`config.mk`:
```
export PLATFORM = sky130hd
export DESIGN_NAME = ser_result_tx
export DESIGN_NICKNAME = d
export VERILOG_FILES = /design/src/rtl/ser_tx_pkg.sv /design/src/rtl/ser_tx_clkgen.sv /design/src/rtl/ser_tx_framer.sv /design/src/rtl/ser_tx_shifter.sv /design/src/rtl/ser_result_tx.sv
export SDC_FILE = /design/constraint.sdc
export NUM_CORES = 1
export LEC_CHECK = 0
export ABC_AREA = 1
export BUFFER_PORTS_ARGS = -buffer_cell sky130_fd_sc_hd__buf_2
export CORE_AREA = 8 8 114 116
export DETAILED_ROUTE_END_ITERATION = 8
export DIE_AREA = 0 0 122 124
export PLACE_DENSITY = 0.59
export SLEW_MARGIN = 20
export SYNTH_ARGS = -nofsm -noshare
export SYNTH_HDL_FRONTEND = slang
export SYNTH_SLANG_ARGS = --single-unit
```
`constraint.sdc`:
```
create_clock -name clk -period 2.2 [get_ports clk]
set_input_delay 0.44 -clock clk [delete_from_list [all_inputs] [get_ports clk]]
set_output_delay 0.44 -clock clk [all_outputs]
set_load 0.02 [all_outputs]
```
`src/rtl/ser_tx_pkg.sv`:
```
package ser_tx_pkg;
  localparam int DIV_W = 2;
  localparam int CNT_W = 4;

  // half-period length in system clocks; fastest rate when reading during conversion
  function automatic logic [CNT_W-1:0] half_clocks(input logic [DIV_W-1:0] div,
                                                   input logic during);
    logic [CNT_W-1:0] one;
    one = {{(CNT_W-1){1'b0}}, 1'b1};
    return during ? one : (one << div);
  endfunction
endpackage

```
`src/rtl/ser_tx_clkgen.sv`:
```
module ser_tx_clkgen
  import ser_tx_pkg::*;
(
  input  logic             clk,
  input  logic             rst_n,
  input  logic             load,
  input  logic             run,
  input  logic [CNT_W-1:0] half_in,
  output logic             sclk_raw,
  output logic             rise_tick,
  output logic             fall_tick
);
  logic [CNT_W-1:0] cnt;
  logic [CNT_W-1:0] half_q;
  logic             tick;

  assign tick      = run && !load && (cnt == half_q - 1'b1);
  assign rise_tick = tick && !sclk_raw;
  assign fall_tick = tick && sclk_raw;

  always_ff @(posedge clk) begin
    if (!rst_n) begin
      cnt      <= '0;
      sclk_raw <= 1'b0;
      half_q   <= {{(CNT_W-1){1'b0}}, 1'b1};
    end else if (load) begin
      cnt      <= '0;
      sclk_raw <= 1'b0;
      half_q   <= half_in;
    end else if (run) begin
      if (tick) begin
        cnt      <= '0;
        sclk_raw <= ~sclk_raw;
      end else begin
        cnt <= cnt + 1'b1;
      end
    end else begin
      cnt      <= '0;
      sclk_raw <= 1'b0;
    end
  end

  // the held half length is always a single power of two
  assert_half_pow2_R3: assert property (@(posedge clk) disable iff (!rst_n)
    $countones(half_q) == 1);
  // counter never passes the held half length
  assert_cnt_bound_R3: assert property (@(posedge clk) disable iff (!rst_n)
    cnt < half_q);
  // serial clock edges only come from ticks
  assert_sclk_edge_R1: assert property (@(posedge clk) disable iff (!rst_n)
    run && !load && !$past(load) && $changed(sclk_raw) |-> $past(tick));
endmodule

```
`src/rtl/ser_tx_framer.sv`:
```
module ser_tx_framer #(
  parameter int WORD_W = 16,
  localparam int FRAME_W = 2 * WORD_W,
  localparam int IDX_W = $clog2(FRAME_W)
) (
  input  logic             clk,
  input  logic             rst_n,
  input  logic             start_ok,
  input  logic             fall_tick,
  input  logic             sclk_raw,
  output logic             active,
  output logic [IDX_W-1:0] bit_idx,
  output logic             sync_int
);
  localparam logic [IDX_W-1:0] LAST_IDX = IDX_W'(FRAME_W - 1);
  localparam logic [IDX_W-1:0] GAP_IDX  = IDX_W'(WORD_W);

  always_ff @(posedge clk) begin
    if (!rst_n) begin
      active  <= 1'b0;
      bit_idx <= '0;
    end else if (start_ok) begin
      active  <= 1'b1;
      bit_idx <= '0;
    end else if (fall_tick) begin
      if (bit_idx == LAST_IDX) active <= 1'b0;
      else                     bit_idx <= bit_idx + 1'b1;
    end
  end

  assign sync_int = active && !((bit_idx == GAP_IDX) && !sclk_raw);

  // a frame ends only after its last bit
  assert_frame_len_R1: assert property (@(posedge clk) disable iff (!rst_n)
    $fell(active) |-> $past(bit_idx) == LAST_IDX);
  // bits advance one at a time
  assert_bit_step_R1: assert property (@(posedge clk) disable iff (!rst_n)
    fall_tick && !start_ok && bit_idx != LAST_IDX |=> bit_idx == $past(bit_idx) + 1'b1);
  // a frame never restarts while running
  assert_no_restart_R10: assert property (@(posedge clk) disable iff (!rst_n)
    active && $past(active) && bit_idx == '0 |-> $past(bit_idx) == '0);
endmodule

```
`src/rtl/ser_tx_shifter.sv`:
```
module ser_tx_shifter #(
  parameter int FRAME_W = 32
) (
  input  logic               clk,
  input  logic               rst_n,
  input  logic               load,
  input  logic               shift,
  input  logic [FRAME_W-1:0] data_in,
  output logic               msb
);
  logic [FRAME_W-1:0] sreg;

  always_ff @(posedge clk) begin
    if (!rst_n)     sreg <= '0;
    else if (load)  sreg <= data_in;
    else if (shift) sreg <= {sreg[FRAME_W-2:0], 1'b0};
  end

  assign msb = sreg[FRAME_W-1];

  // contents move only on load or on a falling tick
  assert_shift_hold_R1: assert property (@(posedge clk) disable iff (!rst_n)
    !load && !shift |=> $stable(sreg));
endmodule

```
`src/rtl/ser_result_tx.sv`:
```
module ser_result_tx
  import ser_tx_pkg::*;
#(
  parameter int WORD_W = 16,
  localparam int FRAME_W = 2 * WORD_W,
  localparam int IDX_W = $clog2(FRAME_W)
) (
  input  logic              clk,
  input  logic              rst_n,
  input  logic [WORD_W-1:0] res_a,
  input  logic [WORD_W-1:0] res_b,
  input  logic              res_valid,
  input  logic              conv_start,
  input  logic              cfg_a_first,
  input  logic              cfg_sync_inv,
  input  logic              cfg_sclk_inv,
  input  logic [DIV_W-1:0]  cfg_div,
  input  logic              cfg_rd_during,
  input  logic              cs_n,
  input  logic              rd_n,
  output logic              sclk_o,
  output logic              sdout_o,
  output logic              sync_o,
  output logic              ser_oe
);
  logic [FRAME_W-1:0] pair_now;
  logic [FRAME_W-1:0] hold_q;
  logic [FRAME_W-1:0] load_data;
  logic               start_req;
  logic               start_ok;
  logic               active;
  logic [IDX_W-1:0]   bit_idx;
  logic               sync_int;
  logic               sclk_raw;
  logic               rise_tick;
  logic               fall_tick;
  logic               msb;
  logic [CNT_W-1:0]   half_sel;

  assign pair_now  = cfg_a_first ? {res_a, res_b} : {res_b, res_a};
  assign start_req = cfg_rd_during ? conv_start : res_valid;
  assign start_ok  = start_req && !active;
  assign load_data = cfg_rd_during ? hold_q : pair_now;
  assign half_sel  = half_clocks(cfg_div, cfg_rd_during);

  always_ff @(posedge clk) begin
    if (!rst_n)         hold_q <= '0;
    else if (res_valid) hold_q <= pair_now;
  end

  ser_tx_clkgen u_clk (
    .clk(clk), .rst_n(rst_n), .load(start_ok), .run(active),
    .half_in(half_sel), .sclk_raw(sclk_raw),
    .rise_tick(rise_tick), .fall_tick(fall_tick)
  );

  ser_tx_framer #(.WORD_W(WORD_W)) u_frm (
    .clk(clk), .rst_n(rst_n), .start_ok(start_ok), .fall_tick(fall_tick),
    .sclk_raw(sclk_raw), .active(active), .bit_idx(bit_idx), .sync_int(sync_int)
  );

  ser_tx_shifter #(.FRAME_W(FRAME_W)) u_shf (
    .clk(clk), .rst_n(rst_n), .load(start_ok), .shift(fall_tick),
    .data_in(load_data), .msb(msb)
  );

  assign sclk_o  = sclk_raw ^ cfg_sclk_inv;
  assign sync_o  = sync_int ^ cfg_sync_inv;
  assign sdout_o = active & msb;
  assign ser_oe  = !cs_n && !rd_n;

  // data is steady across a rising serial clock edge
  assert_data_stable_R1: assert property (@(posedge clk) disable iff (!rst_n)
    active && !start_ok && !$past(fall_tick) && $past(active) |-> $stable(msb));
  // the sync drops only while a frame runs with the clock low
  assert_sync_gap_R7: assert property (@(posedge clk) disable iff (!rst_n)
    active && !sync_int |-> !sclk_raw);
  // idle means serial clock low
  assert_idle_clk_R11: assert property (@(posedge clk) disable iff (!rst_n)
    !active |-> !sclk_raw);
  // in read-during-convert mode a capture alone never starts a frame
  assert_capture_only_R6: assert property (@(posedge clk) disable iff (!rst_n)
    cfg_rd_during && !conv_start && !active |=> !active);
endmodule

```
After elaboration in Yosys (flattened, before gate mapping)
Cells that the tools add are included.
{"block": "op_classes", "n_reduce_logical": 20, "n_bitwise": 7, "n_shift": 1, "n_eq_ne": 3, "addsub": 3, "mux": 9}
{"op": "32-bit two-way mux", "n": 4}
{"op": "5-bit equality test, second input constant", "n": 2}
{"op": "1-bit logical AND", "n": 7}
{"op": "1-bit zero test", "n": 6}
{"op": "5-bit by 1-bit adder with 5-bit output, second input constant", "n": 1}
{"op": "4-bit by 1-bit adder with 4-bit output, second input constant", "n": 1}
{"op": "4-bit equality test", "n": 1}
{"op": "1-bit two-way mux", "n": 4}
{"op": "4-bit two-way mux", "n": 1}
{"op": "1-bit inverter", "n": 4}
{"op": "2-bit AND reduction", "n": 2}
{"op": "2-bit nonzero test", "n": 2}
{"op": "4-bit OR reduction", "n": 1}
{"op": "1-bit by 2-bit << shifter with 4-bit output, first input constant", "n": 1}
{"op": "4-bit by 1-bit subtractor with 4-bit output, second input constant", "n": 1}
{"op": "3-bit OR reduction", "n": 1}
{"op": "2-bit OR reduction", "n": 1}
{"op": "1-bit bitwise XOR", "n": 2}
{"op": "1-bit bitwise AND", "n": 1}
{"block": "word_totals", "reg_bits": 79, "elab_cells": 50, "out_inout_bits": 4, "inputBits": 44}

Depth between registers and ports, before layout
{"block": "logic_depth", "depth_word": 8, "ltp_mapped": 15}

Modules after synthesis
A second synthesis with hierarchy kept.
{"block": "hier_totals", "cells_unflattened": 778, "area_unflattened_um2": 4660.7}
{"mod": "ser_result_tx", "seq_area_each_um2": 640.6, "n_inst": 1, "area_each_um2": 2304.7, "cells_each": 425}
{"mod": "ser_tx_shifter", "seq_area_each_um2": 640.6, "n_inst": 1, "area_each_um2": 1564.0, "cells_each": 242}
{"mod": "ser_tx_clkgen", "seq_area_each_um2": 180.2, "n_inst": 1, "area_each_um2": 467.9, "cells_each": 67}
{"mod": "ser_tx_framer", "seq_area_each_um2": 120.1, "n_inst": 1, "area_each_um2": 324.1, "cells_each": 44}

Worst setup path before layout
Ideal clock, no wire load.
{"block": "synth_path", "kind": "flip-flop to flip-flop", "from": "register u_clk.half_q[0]", "to": "register u_shf.sreg[16]", "arrival_time_ns": 1.574, "synth_period_minus_slack_ns": 1.687, "stages_incl_launch_ff": 13, "path_slack_ns": 0.513, "path_buffers": 1, "path_cell_list": "dfxtp_1 inv_2 ha_1 xnor2_1 nor2_2 nand2_1 nor2_4 nand3_4 nand2_4 buf_6 nand2_1 nand2_1 nor2_1"}
{"block": "synth_between", "elab_chain_len": 5}
{"item": "start, declared", "line_no": "ser_tx_clkgen.sv:14", "source": "logic [CNT_W-1:0] half_q;"}
{"item": "start signal, assigned", "line_no": "ser_tx_clkgen.sv:25", "source": "half_q <= {{(CNT_W-1){1'b0}}, 1'b1};"}
{"item": "start signal, assigned", "line_no": "ser_tx_clkgen.sv:29", "source": "half_q <= half_in;"}
{"item": "4-bit by 1-bit subtractor with 4-bit output", "line_no": "ser_tx_clkgen.sv:17", "source": "assign tick = run && !load && (cnt == half_q - 1'b1);"}
{"item": "4-bit equality test", "line_no": "ser_tx_clkgen.sv:17"}
{"item": "1-bit logical AND", "line_no": "ser_tx_clkgen.sv:17"}
{"item": "1-bit logical AND", "line_no": "ser_tx_clkgen.sv:19", "source": "assign fall_tick = tick && sclk_raw;"}
{"item": "2-bit nonzero test (no line)"}
{"item": "end signal, assigned", "line_no": "ser_tx_shifter.sv:15", "source": "else if (load) sreg <= data_in;"}
{"item": "end signal, assigned", "line_no": "ser_tx_shifter.sv:16", "source": "else if (shift) sreg <= {sreg[FRAME_W-2:0], 1'b0};"}
{"item": "end, declared", "line_no": "ser_tx_shifter.sv:11", "source": "logic [FRAME_W-1:0] sreg;"}
Every way passes these cells.
A chain may end at the register's enable or synchronous reset.

Worst setup path after layout
{"block": "layout_path", "from": "register u_frm.bit_idx[0]", "to": "output sync_o"}
{"block": "layout_between", "elab_chain_len": 5}
{"item": "start, declared", "line_no": "ser_tx_framer.sv:12", "source": "output logic [IDX_W-1:0] bit_idx,"}
{"item": "start signal, assigned", "line_no": "ser_tx_framer.sv:27", "source": "else bit_idx <= bit_idx + 1'b1;"}
{"item": "5-bit equality test", "line_no": "ser_tx_framer.sv:31", "source": "assign sync_int = active && !((bit_idx == GAP_IDX) && !sclk_raw);"}
{"item": "1-bit logical AND", "line_no": "ser_tx_framer.sv:31"}
{"item": "1-bit zero test", "line_no": "ser_tx_framer.sv:31"}
{"item": "1-bit logical AND", "line_no": "ser_tx_framer.sv:31"}
{"item": "1-bit bitwise XOR", "line_no": "ser_result_tx.sv:68", "source": "assign sync_o = sync_int ^ cfg_sync_inv;"}
{"item": "end, declared", "line_no": "ser_result_tx.sv:23", "source": "output logic sync_o,"}
Every way passes these cells.

==> results.tsv <==
metric	value	unit
status	finished clean	
Final Hold Viols	0	
Area growth syn-to-layout	14.7	%
setup_tns	0	ns
top cell type's share of synthesized area	36.5	%
Die W	122	microns
RD Place Congestion	0.774	
synth cell count leaders	nand2_1 (163), nor2_1 (126), inv_1 (82), dfxtp_1 (79), a21oi_1 (68)	
capturing point of the worst reg2reg path	u_shf.sreg[9]$_SDFFE_PN0P_	
HPWL Detailed	7240	microns
htree depth	3	
GR Util met3	2.49	%
row count	39	
RSZ-0062 raised after global routing	no	
clock skew	0.00597	ns
Die Y	124	microns
met2 usage	24.5	%
Routed Antenna Nets	0	
TritonRoute pass-1 iters	4	
Iter 0 DRT Violations	257	
share of layout cells above drive strength 1	12.4	%
crit end category	primary output	
io pins	48	
Post-DP Area	0.00466	sq mm
Initial Util	38.8	%
# setup viols final	0	
Yosys reg bits	79	
antenna cell count	0	
worst reg2reg path depth	12	
crit path max fanout	4	
Post-Syn Nets	731	
Max-Cap Viols	0	
Total Routing Usage GR	14.3	%
max-slew violations	0	
largest net degree at the start of global routing	61	
fraction of registers with async set/reset	0	%
via count	4083	
Vias per Instance	4.74	
VDD IR-drop max	0.400	mV
post-synth top area cell	dfxtp_1	
Final min period	2.01	ns
leak pwr	2.48	nW
Buffers on Ports	47	
RR Startpoint	u_clk.half_q[0]$_SDFFE_PN1N_	
top_reg_cell synth	dfxtp_1	
syn_area_per_cell	6.35	sq um
Clock Path Buffers	2	
Netlist Area Pre-Place	0.00433	sq mm
total CTS buffers	9	
post-route cell area	0.00497	sq mm
Slew @ Worst Pin	0.397	ns
CTS Hold Bufs	0	
clk slew on worst S/H paths	0.06	ns
Post-synth EDFFs	0	
Post-Syn Instances	682	
vias in the first global route	3912	
initial antenna violation count	0	
Nets	762	
root buf cell	clkbuf_16	
core area	0.0112	sq mm
DRC errors left	0	
final worst path period share	91.5	%
count leader, synth	nand2_1	
CP Data Arrival Time	1.57	ns
hold slack	0.402	ns
Post-CTS Setup Inserts	0	
worst slew margin relative to its limit	73.2	%
final-layout fill cell count	1193	
gr busiest metal	met2	
die area	0.0151	sq mm
TritonCTS Sinks	79	
Fmax achieved	497	MHz
Routed WL per cell	11.8	microns
Synth Warn #	0	
sequential element share of the synthesized area	36.5	%
Power Total	4.29	mW
WL final	10200	microns
Min-Delay Path Class	in -> reg	
worst setup path end	sync_o	
Critical Path Source Type	register	
synth unique cells	29	
WP data required	1.76	ns
met1 Usage GRT	17.2	%
GRT overflow	0	
first-pass GRT wire length	17600	microns
top post-synthesis cells by area	dfxtp_1 (37%), nand2_1 (14%), nor2_1 (11%)	
Setup CP Type	reg -> out	
final core occ	44.5	%
TritonCTS clock tree	yes	
crit path launch	u_frm.bit_idx[0]$_SDFFE_PP0P_	
post-cts gate resize count	0	
R2R Setup Slk	0.26	ns
clock latency on the worst-skew pair	0.33	ns
PD cells	864	mW/mm^2
[cell families after synthesis]
group           synth area share (%)
mux                             2.54
fa+ha+maj                       1.44
buf+inv                         12.9
compound gates                  16.6
simple gates                    28.6
xor+xnor                        1.42
flops                           36.5
[layer usage]
| metal | part of all wire, % | up-vias |
|---|---|---|
| met5 | 0 | - |
| li1 | - | 2190 |
| met1 | 47 | 1829 |
| met2 | 48 | 54 |
| met3 | 3.3 | 10 |
| met4 | 1.8 | 0 |
[worst min-delay path by stage]
stage | startpoint | to | slack [ns] | cells after the start
2_1_floorplan | hold_q[0]$_SDFFE_PN0P_ | hold_q[0]$_SDFFE_PN0P_ | 0.44 | 2
3_3_place_gp | hold_q[0]$_SDFFE_PN0P_ | hold_q[0]$_SDFFE_PN0P_ | 0.46 | 2
3_5_place_dp | hold_q[0]$_SDFFE_PN0P_ | hold_q[0]$_SDFFE_PN0P_ | 0.47 | 2
4_1_cts | cfg_div[0] | u_clk.half_q[1]$_SDFFE_PN0N_ | 0.39 | 3
5_1_grt | cfg_div[0] | u_clk.half_q[1]$_SDFFE_PN0N_ | 0.42 | 3
6_report | cfg_div[0] | u_clk.half_q[1]$_SDFFE_PN0N_ | 0.40 | 3
[state kept, by name, indices dropped and copies added, names as in the netlist]
name	count
hold_q	32
u_clk.cnt	4
u_clk.half_q	4
u_clk.sclk_raw	1
u_frm.active	1
u_frm.bit_idx	5
u_shf.sreg	32
[power breakdown]
group	switching [mW]	internal [mW]	total, mW	leakage [nW]
registers	0.103	1.62	1.72	0.651
clock network	0.590	0.938	1.53	0.152
logic	0.651	0.393	1.04	1.67
total	1.34	2.95	4.29	2.48
[worst max-delay path, cell delays in order, from the launching register on]
cell,delay [ns]
dfxtp_1,0.37
inv_1,0.08
ha_1,0.19
a41oi_1,0.27
xor2_1,0.15
buf_2,0.17
[per-stage QoR]
stage / setup slack [ns] / instances
CTS: 0.175 / 861
detailed placement: 0.276 / 845
floorplan: 0.513 / 682
finish: 0.187 / 861
global placement: 0.330 / 845
global route: 0.105 / 861
[area by class of cell]
cell class,instances,area [sq um],share of cell area [%]
Timing Repair Buffer,61,378,7.61
Clock inverter,5,56.3,1.13
Inverter,88,330,6.65
Tap cell,143,179,3.60
Sequential cell,79,1580,31.8
Multi-Input combinational cell,474,2190,44.1
Clock buffer,11,253,5.09
[cells in the final DEF, fill, tap and decap left out, types with 4 or more instances in the layout]
cell	synthesis	routed
nand3_1	6	6
mux2i_1	11	11
ha_1	5	5
buf_4	1	11
nor2_1	126	126
inv_2	5	5
xor2_1	5	5
buf_2	15	47
clkbuf_16	0	9
dfxtp_1	79	79
inv_1	82	82
nand2_1	163	162
a21oi_1	68	68
o21ai_1	12	12
nand4_1	9	9
o21ai_0	54	54
o211ai_1	4	4
(Power assumes the default switching activity.)
